### config.mk
export PLATFORM = sky130hd
export DESIGN_NAME = link_check_sched
export DESIGN_NICKNAME = d
export VERILOG_FILES = /design/src/rtl/lcs_pkg.sv /design/src/rtl/lcs_frame_ctr.sv /design/src/rtl/lcs_strobe_dec.sv /design/src/rtl/lcs_mismatch.sv /design/src/rtl/link_check_sched.sv
export SDC_FILE = /design/constraint.sdc
export NUM_CORES = 1
export LEC_CHECK = 0
export CORE_UTILIZATION = 46
export DETAILED_ROUTE_END_ITERATION = 6
export GPL_ROUTABILITY_DRIVEN = 1
export PLACE_DENSITY = 0.92
export SYNTH_ARGS = -nofsm -noshare
export SYNTH_HDL_FRONTEND = slang
export SYNTH_SLANG_ARGS = --single-unit
export TNS_END_PERCENT = 1
### constraint.sdc
create_clock -name clk_i -period 6.8 [get_ports clk_i]
set_input_delay 1.36 -clock clk_i [delete_from_list [all_inputs] [get_ports clk_i]]
set_output_delay 1.36 -clock clk_i [all_outputs]
set_load 0.05 [all_outputs]
### src/rtl/lcs_pkg.sv
package lcs_pkg;
  typedef struct packed {
    logic pj;
    logic ri;
    logic pre;
    logic bnd;
  } lcs_strb_t;
endpackage

### src/rtl/lcs_frame_ctr.sv
module lcs_frame_ctr #(
  parameter int RI_LOG     = 7,
  parameter int TEST_SHIFT = 3
) (
  input  logic            clk_i,
  input  logic            rst_ni,
  input  logic            en_i,
  input  logic            frame_i,
  input  logic            test_i,
  output logic            adv_o,
  output logic            wrap_o,
  output logic            act_o,
  output logic [RI_LOG:0] next_o,
  output logic [RI_LOG:0] ri_len_o
);
  localparam int CW = RI_LOG + 1;
  localparam logic [CW-1:0] RI_N = CW'(1) << RI_LOG;
  localparam logic [CW-1:0] RI_T = CW'(1) << (RI_LOG - TEST_SHIFT);

  logic [RI_LOG-1:0] cnt_q;
  logic              act_q;

  assign ri_len_o = act_q ? RI_T : RI_N;
  assign next_o   = CW'(cnt_q) + CW'(1);
  assign wrap_o   = (next_o == ri_len_o);
  assign adv_o    = en_i & frame_i;
  assign act_o    = act_q;

  always_ff @(posedge clk_i or negedge rst_ni) begin
    if (!rst_ni) begin
      cnt_q <= '0;
      act_q <= 1'b0;
    end else if (!en_i) begin
      cnt_q <= '0;
      act_q <= test_i;
    end else if (frame_i) begin
      if (wrap_o) begin
        cnt_q <= '0;
        act_q <= test_i;  // mode switch only on period wrap
      end else begin
        cnt_q <= next_o[RI_LOG-1:0];
      end
    end
  end

  AST_CNT_RANGE: assert property (@(posedge clk_i) disable iff (!rst_ni)
    CW'(cnt_q) < ri_len_o);
  AST_CNT_HELD_OFF: assert property (@(posedge clk_i) disable iff (!rst_ni)
    !en_i |=> cnt_q == '0);
  AST_MODE_AT_WRAP: assert property (@(posedge clk_i) disable iff (!rst_ni)
    (en_i && cnt_q != '0) |=> ($stable(act_q) || cnt_q == '0));
endmodule

### src/rtl/lcs_strobe_dec.sv
module lcs_strobe_dec
  import lcs_pkg::*;
#(
  parameter int PJ_LOG     = 4,
  parameter int RI_LOG     = 7,
  parameter int TEST_SHIFT = 3
) (
  input  logic            clk_i,
  input  logic            rst_ni,
  input  logic            adv_i,
  input  logic            wrap_i,
  input  logic            act_i,
  input  logic            dis_sync_i,
  input  logic [RI_LOG:0] next_i,
  input  logic [RI_LOG:0] ri_len_i,
  output lcs_strb_t       strb_o
);
  localparam int CW = RI_LOG + 1;
  localparam logic [CW-1:0] PJ_N = CW'(1) << PJ_LOG;
  localparam logic [CW-1:0] PJ_T = CW'(1) << (PJ_LOG - TEST_SHIFT);

  logic [CW-1:0] pj_mask;
  logic          pj_hit, pre_hit;

  assign pj_mask = act_i ? (PJ_T - CW'(1)) : (PJ_N - CW'(1));
  assign pj_hit  = (next_i & pj_mask) == '0;
  assign pre_hit = (next_i == ri_len_i - CW'(1)) && !dis_sync_i;

  always_ff @(posedge clk_i or negedge rst_ni) begin
    if (!rst_ni) begin
      strb_o <= '0;
    end else begin
      strb_o <= '0;
      if (adv_i) begin
        strb_o.pj  <= pj_hit;
        strb_o.ri  <= wrap_i;
        strb_o.bnd <= wrap_i;
        strb_o.pre <= pre_hit;
      end
    end
  end

  AST_STROBE_AFTER_FRAME: assert property (@(posedge clk_i) disable iff (!rst_ni)
    (|strb_o) |-> $past(adv_i));
  AST_PJ_ONE_CYCLE: assert property (@(posedge clk_i) disable iff (!rst_ni)
    strb_o.pj |=> !strb_o.pj);
  AST_RI_ON_PJ: assert property (@(posedge clk_i) disable iff (!rst_ni)
    strb_o.ri |-> strb_o.pj);
  AST_PRE_SUPPRESSED: assert property (@(posedge clk_i) disable iff (!rst_ni)
    strb_o.pre |-> !$past(dis_sync_i));
endmodule

### src/rtl/lcs_mismatch.sv
module lcs_mismatch #(
  parameter int RI_W = 16
) (
  input  logic            clk_i,
  input  logic            rst_ni,
  input  logic            en_i,
  input  logic            cmp_i,
  input  logic            vld_i,
  input  logic [RI_W-1:0] local_i,
  input  logic [RI_W-1:0] remote_i,
  output logic            flag_o
);
  logic bad;
  assign bad = !vld_i || (local_i != remote_i);

  always_ff @(posedge clk_i or negedge rst_ni) begin
    if (!rst_ni)            flag_o <= 1'b0;
    else if (!en_i)         flag_o <= 1'b0;
    else if (cmp_i && bad)  flag_o <= 1'b1;
  end

  AST_MISMATCH_STICKY: assert property (@(posedge clk_i) disable iff (!rst_ni)
    (en_i && flag_o) |=> flag_o);
  AST_MISMATCH_CLEAR: assert property (@(posedge clk_i) disable iff (!rst_ni)
    !en_i |=> !flag_o);
endmodule

### src/rtl/link_check_sched.sv
module link_check_sched
  import lcs_pkg::*;
#(
  parameter int PJ_LOG     = 4,
  parameter int RI_LOG     = 7,
  parameter int TEST_SHIFT = 3,
  parameter int RI_W       = 16
) (
  input  logic            clk_i,
  input  logic            rst_ni,
  input  logic            en_i,
  input  logic            frame_i,
  input  logic            test_mode_i,
  input  logic            dis_sync_i,
  input  logic [RI_W-1:0] local_ri_i,
  input  logic [RI_W-1:0] remote_ri_i,
  input  logic            remote_vld_i,
  output logic            pj_calc_o,
  output logic            ri_calc_o,
  output logic            ri_cmp_pre_o,
  output logic            ri_cmp_bnd_o,
  output logic            mismatch_o
);
  logic            adv, wrap, act;
  logic [RI_LOG:0] next_cnt, ri_len;
  lcs_strb_t       strb;

  lcs_frame_ctr #(.RI_LOG(RI_LOG), .TEST_SHIFT(TEST_SHIFT)) u_ctr (
    .clk_i    (clk_i),
    .rst_ni   (rst_ni),
    .en_i     (en_i),
    .frame_i  (frame_i),
    .test_i   (test_mode_i),
    .adv_o    (adv),
    .wrap_o   (wrap),
    .act_o    (act),
    .next_o   (next_cnt),
    .ri_len_o (ri_len)
  );

  lcs_strobe_dec #(.PJ_LOG(PJ_LOG), .RI_LOG(RI_LOG), .TEST_SHIFT(TEST_SHIFT)) u_dec (
    .clk_i      (clk_i),
    .rst_ni     (rst_ni),
    .adv_i      (adv),
    .wrap_i     (wrap),
    .act_i      (act),
    .dis_sync_i (dis_sync_i),
    .next_i     (next_cnt),
    .ri_len_i   (ri_len),
    .strb_o     (strb)
  );

  lcs_mismatch #(.RI_W(RI_W)) u_mm (
    .clk_i    (clk_i),
    .rst_ni   (rst_ni),
    .en_i     (en_i),
    .cmp_i    (strb.pre | strb.bnd),
    .vld_i    (remote_vld_i),
    .local_i  (local_ri_i),
    .remote_i (remote_ri_i),
    .flag_o   (mismatch_o)
  );

  assign pj_calc_o    = strb.pj;
  assign ri_calc_o    = strb.ri;
  assign ri_cmp_pre_o = strb.pre;
  assign ri_cmp_bnd_o = strb.bnd;

  AST_IDLE_WHEN_OFF: assert property (@(posedge clk_i) disable iff (!rst_ni)
    !en_i |=> !(pj_calc_o || ri_calc_o || ri_cmp_pre_o || ri_cmp_bnd_o));
endmodule

==> results of run 1 <==
-- final cells by class --
class / instances / area [µm²] / share of cell area
Tap cell: 28 / 35.03 / 0.02329
Inverter: 3 / 11.26 / 0.007488
Sequential cell: 12 / 300.3 / 0.1997
Clock buffer: 4 / 36.28 / 0.02413
Multi-Input combinational cell: 94 / 690.7 / 0.4592
Timing Repair Buffer: 43 / 430.4 / 0.2862
-- worst min path at each step --
stage	from	endpoint	slack (ns)	cells past startpoint
floorplan	u_ctr.cnt_q[1]	u_ctr.cnt_q[1]	0.59	2
global placement	u_mm.flag_o	u_mm.flag_o	0.48	1
detailed placement	u_mm.flag_o	u_mm.flag_o	0.50	1
CTS	u_mm.flag_o	u_mm.flag_o	0.52	1
global route	u_mm.flag_o	u_mm.flag_o	0.55	1
finish	u_mm.flag_o	u_mm.flag_o	0.51	1
-- cell usage after synthesis (all sizes together), types with 2 or more instances --
library cell / n / area share
a21boi: 2 / 0.014
ha: 2 / 0.023
nand4: 6 / 0.035
nor2: 5 / 0.017
nor3b: 2 / 0.014
mux2: 2 / 0.021
inv: 3 / 0.010
nand2: 8 / 0.028
a31oi: 2 / 0.012
nor4: 2 / 0.012
a21oi: 4 / 0.019
or3: 2 / 0.012
o21ai: 4 / 0.019
o21a: 2 / 0.014
o311ai: 2 / 0.032
and2: 6 / 0.036
nand3: 5 / 0.023
dfrtp: 12 / 0.28
nor3: 2 / 0.014
buf: 10 / 0.071
o311a: 2 / 0.020
xnor2: 22 / 0.18
and3: 2 / 0.016
-- cell families after synthesis --
group / Yosys count / share of synthesized area
AO/OA/AOI/OAI: 25 / 0.1879
XOR/XNOR: 23 / 0.1868
adder cells (fa/ha/maj): 2 / 0.02320
buffers and inverters: 13 / 0.08120
flip-flops: 12 / 0.2784
multiplexers: 2 / 0.02088
AND/OR/NAND/NOR: 42 / 0.2216
-- registers in the layout, summed over array words and instances (netlist names) --
| register | count |
|---|---|
| u_ctr.act_o | 1 |
| u_ctr.cnt_q | 7 |
| u_dec.strb_o | 3 |
| u_mm.flag_o | 1 |
-- stage by stage --
stage / util / hold WS [ns] / area (µm²) / total power, mW
global placement: 0.6635 / 0.4833 / 1468 / 0.1261
finish: 0.6799 / 0.5127 / 1504 / 0.1828
CTS: 0.6799 / 0.5210 / 1504 / 0.1839
floorplan: - / 0.5913 / 1079 / 0.1001
detailed placement: 0.6635 / 0.5029 / 1468 / 0.1277
global route: 0.6799 / 0.5496 / 1504 / 0.1922
-- layer usage --
metal  part of all wire  up-vias  routed length (µm)
met5                  0        -                   0
met2               0.47       64                1170
li1                   -      504                   -
met1               0.37      472                 938
met3               0.15        4                 389
met4             0.0044        0                  11
-- power groups by stage --
stage               clock (mW)  sequential (mW)  combinational, mW
finish                  0.0564           0.0778             0.0486
global route            0.0606           0.0784             0.0531
CTS                     0.0573           0.0777             0.0489
detailed placement           0           0.0791             0.0486
global placement             0           0.0790             0.0471
floorplan                    0           0.0777             0.0224
==> results by group, run 1 <==
Setup path
  – Worst Path Arrival: 1.46 ns
  – Crit path cell chain: clkdlybuf4s50_1
  – Critical path's slowest cell: clkdlybuf4s50_1
  – CP endpoint: ri_cmp_bnd_o
  – WP data required: 5.44 ns
  – Worst R2R Start: u_ctr.cnt_q[0]
  – CP Launch Type: flip-flop
  – Slowest stage delay, CP: 0.82 ns
  – Worst path depth: 1
  – Cell count of the worst reg-to-reg path: 6
  – Reg2reg setup slack: 4.38 ns
  – Reg2reg end: u_ctr.act_o
  – Worst setup EP type: output pin
  – CP Launch Point: u_dec.strb_o[0]
  – Crit-path leading delay family: buffers and inverters
  – Critical-path maximum fanout: 3
  – WS Path Type: flip-flop to output pin
  – Worst path bufs/invs: 1

Drt
  – DRT iter0 DRCs: 40
  – Vias per cell: 5.674
  – Mean routed wirelength per cell: between 10 and 15 µm
  – DR vias: 1044
  – Remaining antenna violation count: 0
  – Routed WL: 2.510 mm
  – Drt pass-1 iters: 5
  – DRC Markers: 0

Floorplan
  – Initial Utilization: 0.4876
  – Die Ht: 50.42 µm
  – Die Wd: between 50 and 60 µm
  – Die area: 2542 µm²
  – Core footprint: 2212 µm²
  – Site Rows: 17
  – I/O pin total: 44

Global route
  – Vias in the first global route: between 900 and 1k
  – Pin count of the biggest net entering global routing: 15
  – Global-route wire length before repair: 4.022 mm
  – M2 GR Usage: 0.3911
  – Met1 usage in global routing: 0.2182
  – Congestion Overflow GR: 0
  – Initial antenna violation count: 0
  – Total GRT Usage: 0.2096
  – GR Layer Usage met3: 0.08485
  – Top Usage Layer GRT: met2

Layout
  – Commonest non-fill, non-tap cells in the layout: clkdlybuf4s50_1, xnor2_1, dfrtp_1
  – Leading cell type in the layout, fill and taps excluded: clkdlybuf4s50_1
  – Layout net count: 198
  – Layout area overhead: 39.44%
  – Layout cells sized above 1: 0.07692
  – Filler cells: 165
  – Final Non-Filler Cells: 184
  – Inserted Diodes: 0

Pwr
  – Pwr Density: 121.6 nW/µm²
  – P_int: ~0.14 mW
  – Leak: 0.5380 nW
  – Switching power: 0.04529 mW
  – Switching share of power: 0.2477
  – Clock network power share: 0.309
  – Maximum VDD drop: between 100 and 150 µV
  – Logic pwr share: 0.266
  – Sequential power share: 0.426

Timing
  – Endpoints failing setup: 0
  – Slew HR: 0.6501
  – Fmax: around 0.35 GHz
  – RSZ-0062 raised after global routing: false
  – Fin crit share: 0.4145
  – Clock Skew: approximately 0.0076 ns
  – Hold Vio Cnt, Final: 0
  – Tightest Pin Transition: 0.5232 ns
  – Min Clock Period, post-route: ~2.8 ns
  – Final slew viol count: 0
  – Setup TNS Final: 0 ns
  – Final WS setup: 3.982 ns

Synth
  – Avg Cell Area, Syn: 9.063 µm²
  – Async SR Flop Fraction: 1.000
  – Post-Syn Area: 1079 µm²
  – Synth Register Bits: 12
  – YS warnings: 0
  – Sequential area share after synthesis: 0.2784
  – EDFF count, synth: 0
  – Distinct cell type count after synthesis: slightly above 40
  – Top FF cell, synth: dfrtp_1
  – Syn_nets: 160
  – Syn Inst Count: 119

Clock network
  – Sink Count: 12
  – CTS Buf Count: 3
  – Worst-skew pair later-pin latency: 0.27 ns
  – Reg clk slew, reported paths: ~0.080 ns
  – Max Root-Sink Buffers: 2
  – Clock H-tree levels: 1
  – Clk root buf: clkbuf_4
  – Hold-fix buffers, CTS: 0
  – TritonCTS clock tree: built
  – Post-CTS sizing: 0
  – # Post-CTS Setup Buffers: 0

Hold path
  – Hold Path Class: flip-flop to flip-flop

Place
  – Dpl hpwl: 1.995 mm
  – Gp weighted congestion: 0.8773
  – Port Buffers: 43
  – Placed insts: 180
  – Pre-CTS WS: 3.801 ns

Run
  – Max-cap violation count: 0

Status
  – Status: finished, final reports clean
No activity file was read; power rests on OpenSTA's default activity.
==> run 2, diff against run 1 <==
--- a/config.mk
+++ b/config.mk
@@ -5,10 +5,10 @@
 export SDC_FILE = /design/constraint.sdc
 export NUM_CORES = 1
 export LEC_CHECK = 0
-export CORE_UTILIZATION = 46
+export CORE_UTILIZATION = 43
 export DETAILED_ROUTE_END_ITERATION = 6
 export GPL_ROUTABILITY_DRIVEN = 1
-export PLACE_DENSITY = 0.92
+export PLACE_DENSITY = 0.87
 export SYNTH_ARGS = -nofsm -noshare
 export SYNTH_HDL_FRONTEND = slang
 export SYNTH_SLANG_ARGS = --single-unit
==> constraint.sdc (replaced) <==
create_clock -name clk_i -period 2.6 [get_ports clk_i]
set_input_delay 0.52 -clock clk_i [delete_from_list [all_inputs] [get_ports clk_i]]
set_output_delay 0.52 -clock clk_i [all_outputs]
set_load 0.05 [all_outputs]
==> run 2 against run 1 <==
  * Clock power rose to 2.9 times the previous value
  * First-iteration DRC count fell by 18%
  * Combinational power rose to 2.7 times the previous value
  * Clock-buffer cell count did not move
  * Sequential power rose to 2.6 times the previous value
  * Register-to-register slack got worse by 4.2 ns
  * Worst hold slack got worse by 0.018 ns
  * Critical endpoint is now u_ctr.act_o
  * Highest routed layer unchanged
==> results by group, run 2 (synthesis gave the netlist of run 1 again) <==
Floorplan
  – Site Rows: 17 (unchanged)
  – Die Ht: 52.08 µm (+3.3%)
  – I/O pin total: 44 (unchanged)
  – Initial Utilization: 0.4695 (-0.01806)
  – Die Wd: 52.08 µm (+3.3%)
  – Core footprint: 2297 µm² (+3.8%)
  – Die area: 2712 µm² (+6.7%)

Place
  – Port Buffers: 43 (unchanged)
  – Pre-CTS WS: 0.2242 ns (-3.577 ns)
  – Dpl hpwl: 2.234 mm (+12%)
  – Gp weighted congestion: 0.8384 (-4.4%)

Clock network
  – Hold-fix buffers, CTS: 0 (unchanged)
  – Sink Count: 12 (unchanged)
  – Clock H-tree levels: 1 (unchanged)
  – Reg clk slew, reported paths: 0.09 ns (about the same)
  – Post-CTS sizing: 0 (unchanged)
  – TritonCTS clock tree: built
  – Max Root-Sink Buffers: 2 (unchanged)
  – Clk root buf: clkbuf_4
  – CTS Buf Count: 3 (unchanged)
  – Worst-skew pair later-pin latency: 0.29 ns (+0.02 ns)
  – # Post-CTS Setup Buffers: 0 (unchanged)

Global route
  – Total GRT Usage: 0.2275 (+0.01788)
  – Initial antenna violation count: 0 (unchanged)
  – Global-route wire length before repair: 4.478 mm (+11%)
  – Congestion Overflow GR: 0 (unchanged)
  – Pin count of the biggest net entering global routing: 15 (unchanged)
  – Vias in the first global route: 1006 (+3.1%)

Drt
  – Remaining antenna violation count: 0 (unchanged)
  – DRT iter0 DRCs: 33 (-18%)
  – DRC Markers: 0 (unchanged)
  – DR vias: 1049 (+0.48%)
  – Drt pass-1 iters: 4 (-1)
  – Routed WL: 2.774 mm (+11%)
  – Mean routed wirelength per cell: 14.99 µm (+9.9%)
  – Vias per cell: 5.670 (about the same)

Hold path
  – Hold worst-path end: u_mm.flag_o
  – Hold path cells: 1 (unchanged)
  – Hold Path Class: flip-flop to flip-flop
  – Hold path startpoint: u_mm.flag_o

Setup path
  – WP data required: 2.78 ns (-2.66 ns)
  – Reg2reg setup slack: 0.20 ns (-4.18 ns)
  – Cell count of the worst reg-to-reg path: 6 (unchanged)
  – CP Launch Type: flip-flop
  – Worst R2R Start: u_ctr.cnt_q[0]
  – WS Path Type: flip-flop to flip-flop
  – Reg2reg end: u_ctr.act_o
  – Worst setup EP type: flip-flop
  – Critical-path maximum fanout: 9 (+6)
  – Worst Path Arrival: 2.58 ns (+1.12 ns)

Layout
  – Inserted Diodes: 0 (unchanged)
  – Layout cells sized above 1: 0.08280 (+0.005879)
  – Top reg by flops: u_ctr.cnt_q
  – Max reg flops: 7 (unchanged)
  – Leading cell type in the layout, fill and taps excluded: clkdlybuf4s50_1
  – Commonest non-fill, non-tap cells in the layout: clkdlybuf4s50_1, xnor2_1, dfrtp_1
  – Layout net count: 199 (+0.51%)
  – Biggest regs: u_ctr.cnt_q x7, u_dec.strb_o x3
  – Layout area overhead: 40.14%
  – Final Core Density: 0.6580 (-0.02191)

Timing
  – Tightest Pin Transition: 0.5746 ns (+0.05138 ns)
  – Setup TNS Final: 0 ns (unchanged)
  – Final slew viol count: 0 (unchanged)
  – Final WS setup: 0.2002 ns (-3.781 ns)
  – Clock Skew: 0.006287 ns (-0.001338 ns)
  – Hold Vio Cnt, Final: 0 (unchanged)
  – Fin crit share: 0.9230
  – RSZ-0062 raised after global routing: false
  – Fmax: approximately 0.42 GHz
  – Slew HR: 0.6158 (-0.03436)
  – Min Clock Period, post-route: 2.400 ns
  – Endpoints failing setup: 0 (unchanged)

Run
  – Max-cap violation count: 0 (unchanged)

Status
  – Status: finished, final reports clean

Pwr
  – Leak: 0.5428 nW (+0.89%)
  – Pwr Density: 326.7 nW/µm² (+170%)
  – Maximum VDD drop: 243.2 µV (+110%)
-- run 2: cell count changes in the layout (fill, tap and decap cells not counted), sizes merged --
cell | before | now
buf | 0 | 1
-- run 2: worst max path at each step --
stage                              start          end  cells after the start
after detailed placement  u_ctr.cnt_q[0]  u_ctr.act_o                      6
after global placement    u_ctr.cnt_q[0]  u_ctr.act_o                      6
after global routing      u_ctr.cnt_q[0]  u_ctr.act_o                      6
final                     u_ctr.cnt_q[0]  u_ctr.act_o                      6
after CTS                 u_ctr.cnt_q[0]  u_ctr.act_o                      6
after floorplan           u_ctr.cnt_q[0]  u_ctr.act_o                      7
-- run 2: power breakdown --
group	internal, mW	leakage, nW	total, mW	switching (mW)
logic	0.0841	0.358	0.129	0.0451
clock network	0.0855	0.0210	0.162	0.0761
registers	0.192	0.164	0.203	0.0114
total	0.361	0.543	0.494	0.133
-- run 2: final cells by class --
type                       count  area (µm²)
clock buffer                   4       36.28
fill                         192       785.8
inverter                       3       11.26
multi-input combinational     94       690.7
sequential                    12       300.3
tap                           28       35.03
timing repair buffer          44       437.9
-- run 2: worst max-delay path, stage by stage, from the launching register on --
cell      delay [ns]
dfrtp_1         0.47
ha_1            0.32
and3_1          0.39
and3_4          0.26
o311ai_4        0.12
o41ai_2         0.36
mux2_1          0.35
-- run 2: per-stage QoR --
stage                     instances  total power [mW]  hold slack, ns  area, µm²
after CTS                       185            0.4907          0.5009       1511
after global routing            185            0.5145          0.5413       1511
after detailed placement        181            0.3364          0.4828       1475
final                           185            0.4938          0.4947       1511
after floorplan                 119            0.2619          0.2244       1079
after global placement          181            0.3309          0.4732       1475
-- run 2: per-layer routing --
layer / global-route usage / vias to the layer above / routed length, µm
li1: - / 502 / -
met1: 0.2370 / 498 / 1038
met2: 0.4380 / 44 / 1424
met3: 0.05556 / 5 / 276
met4: 0.06757 / 0 / 35
met5: 0 / - / 0
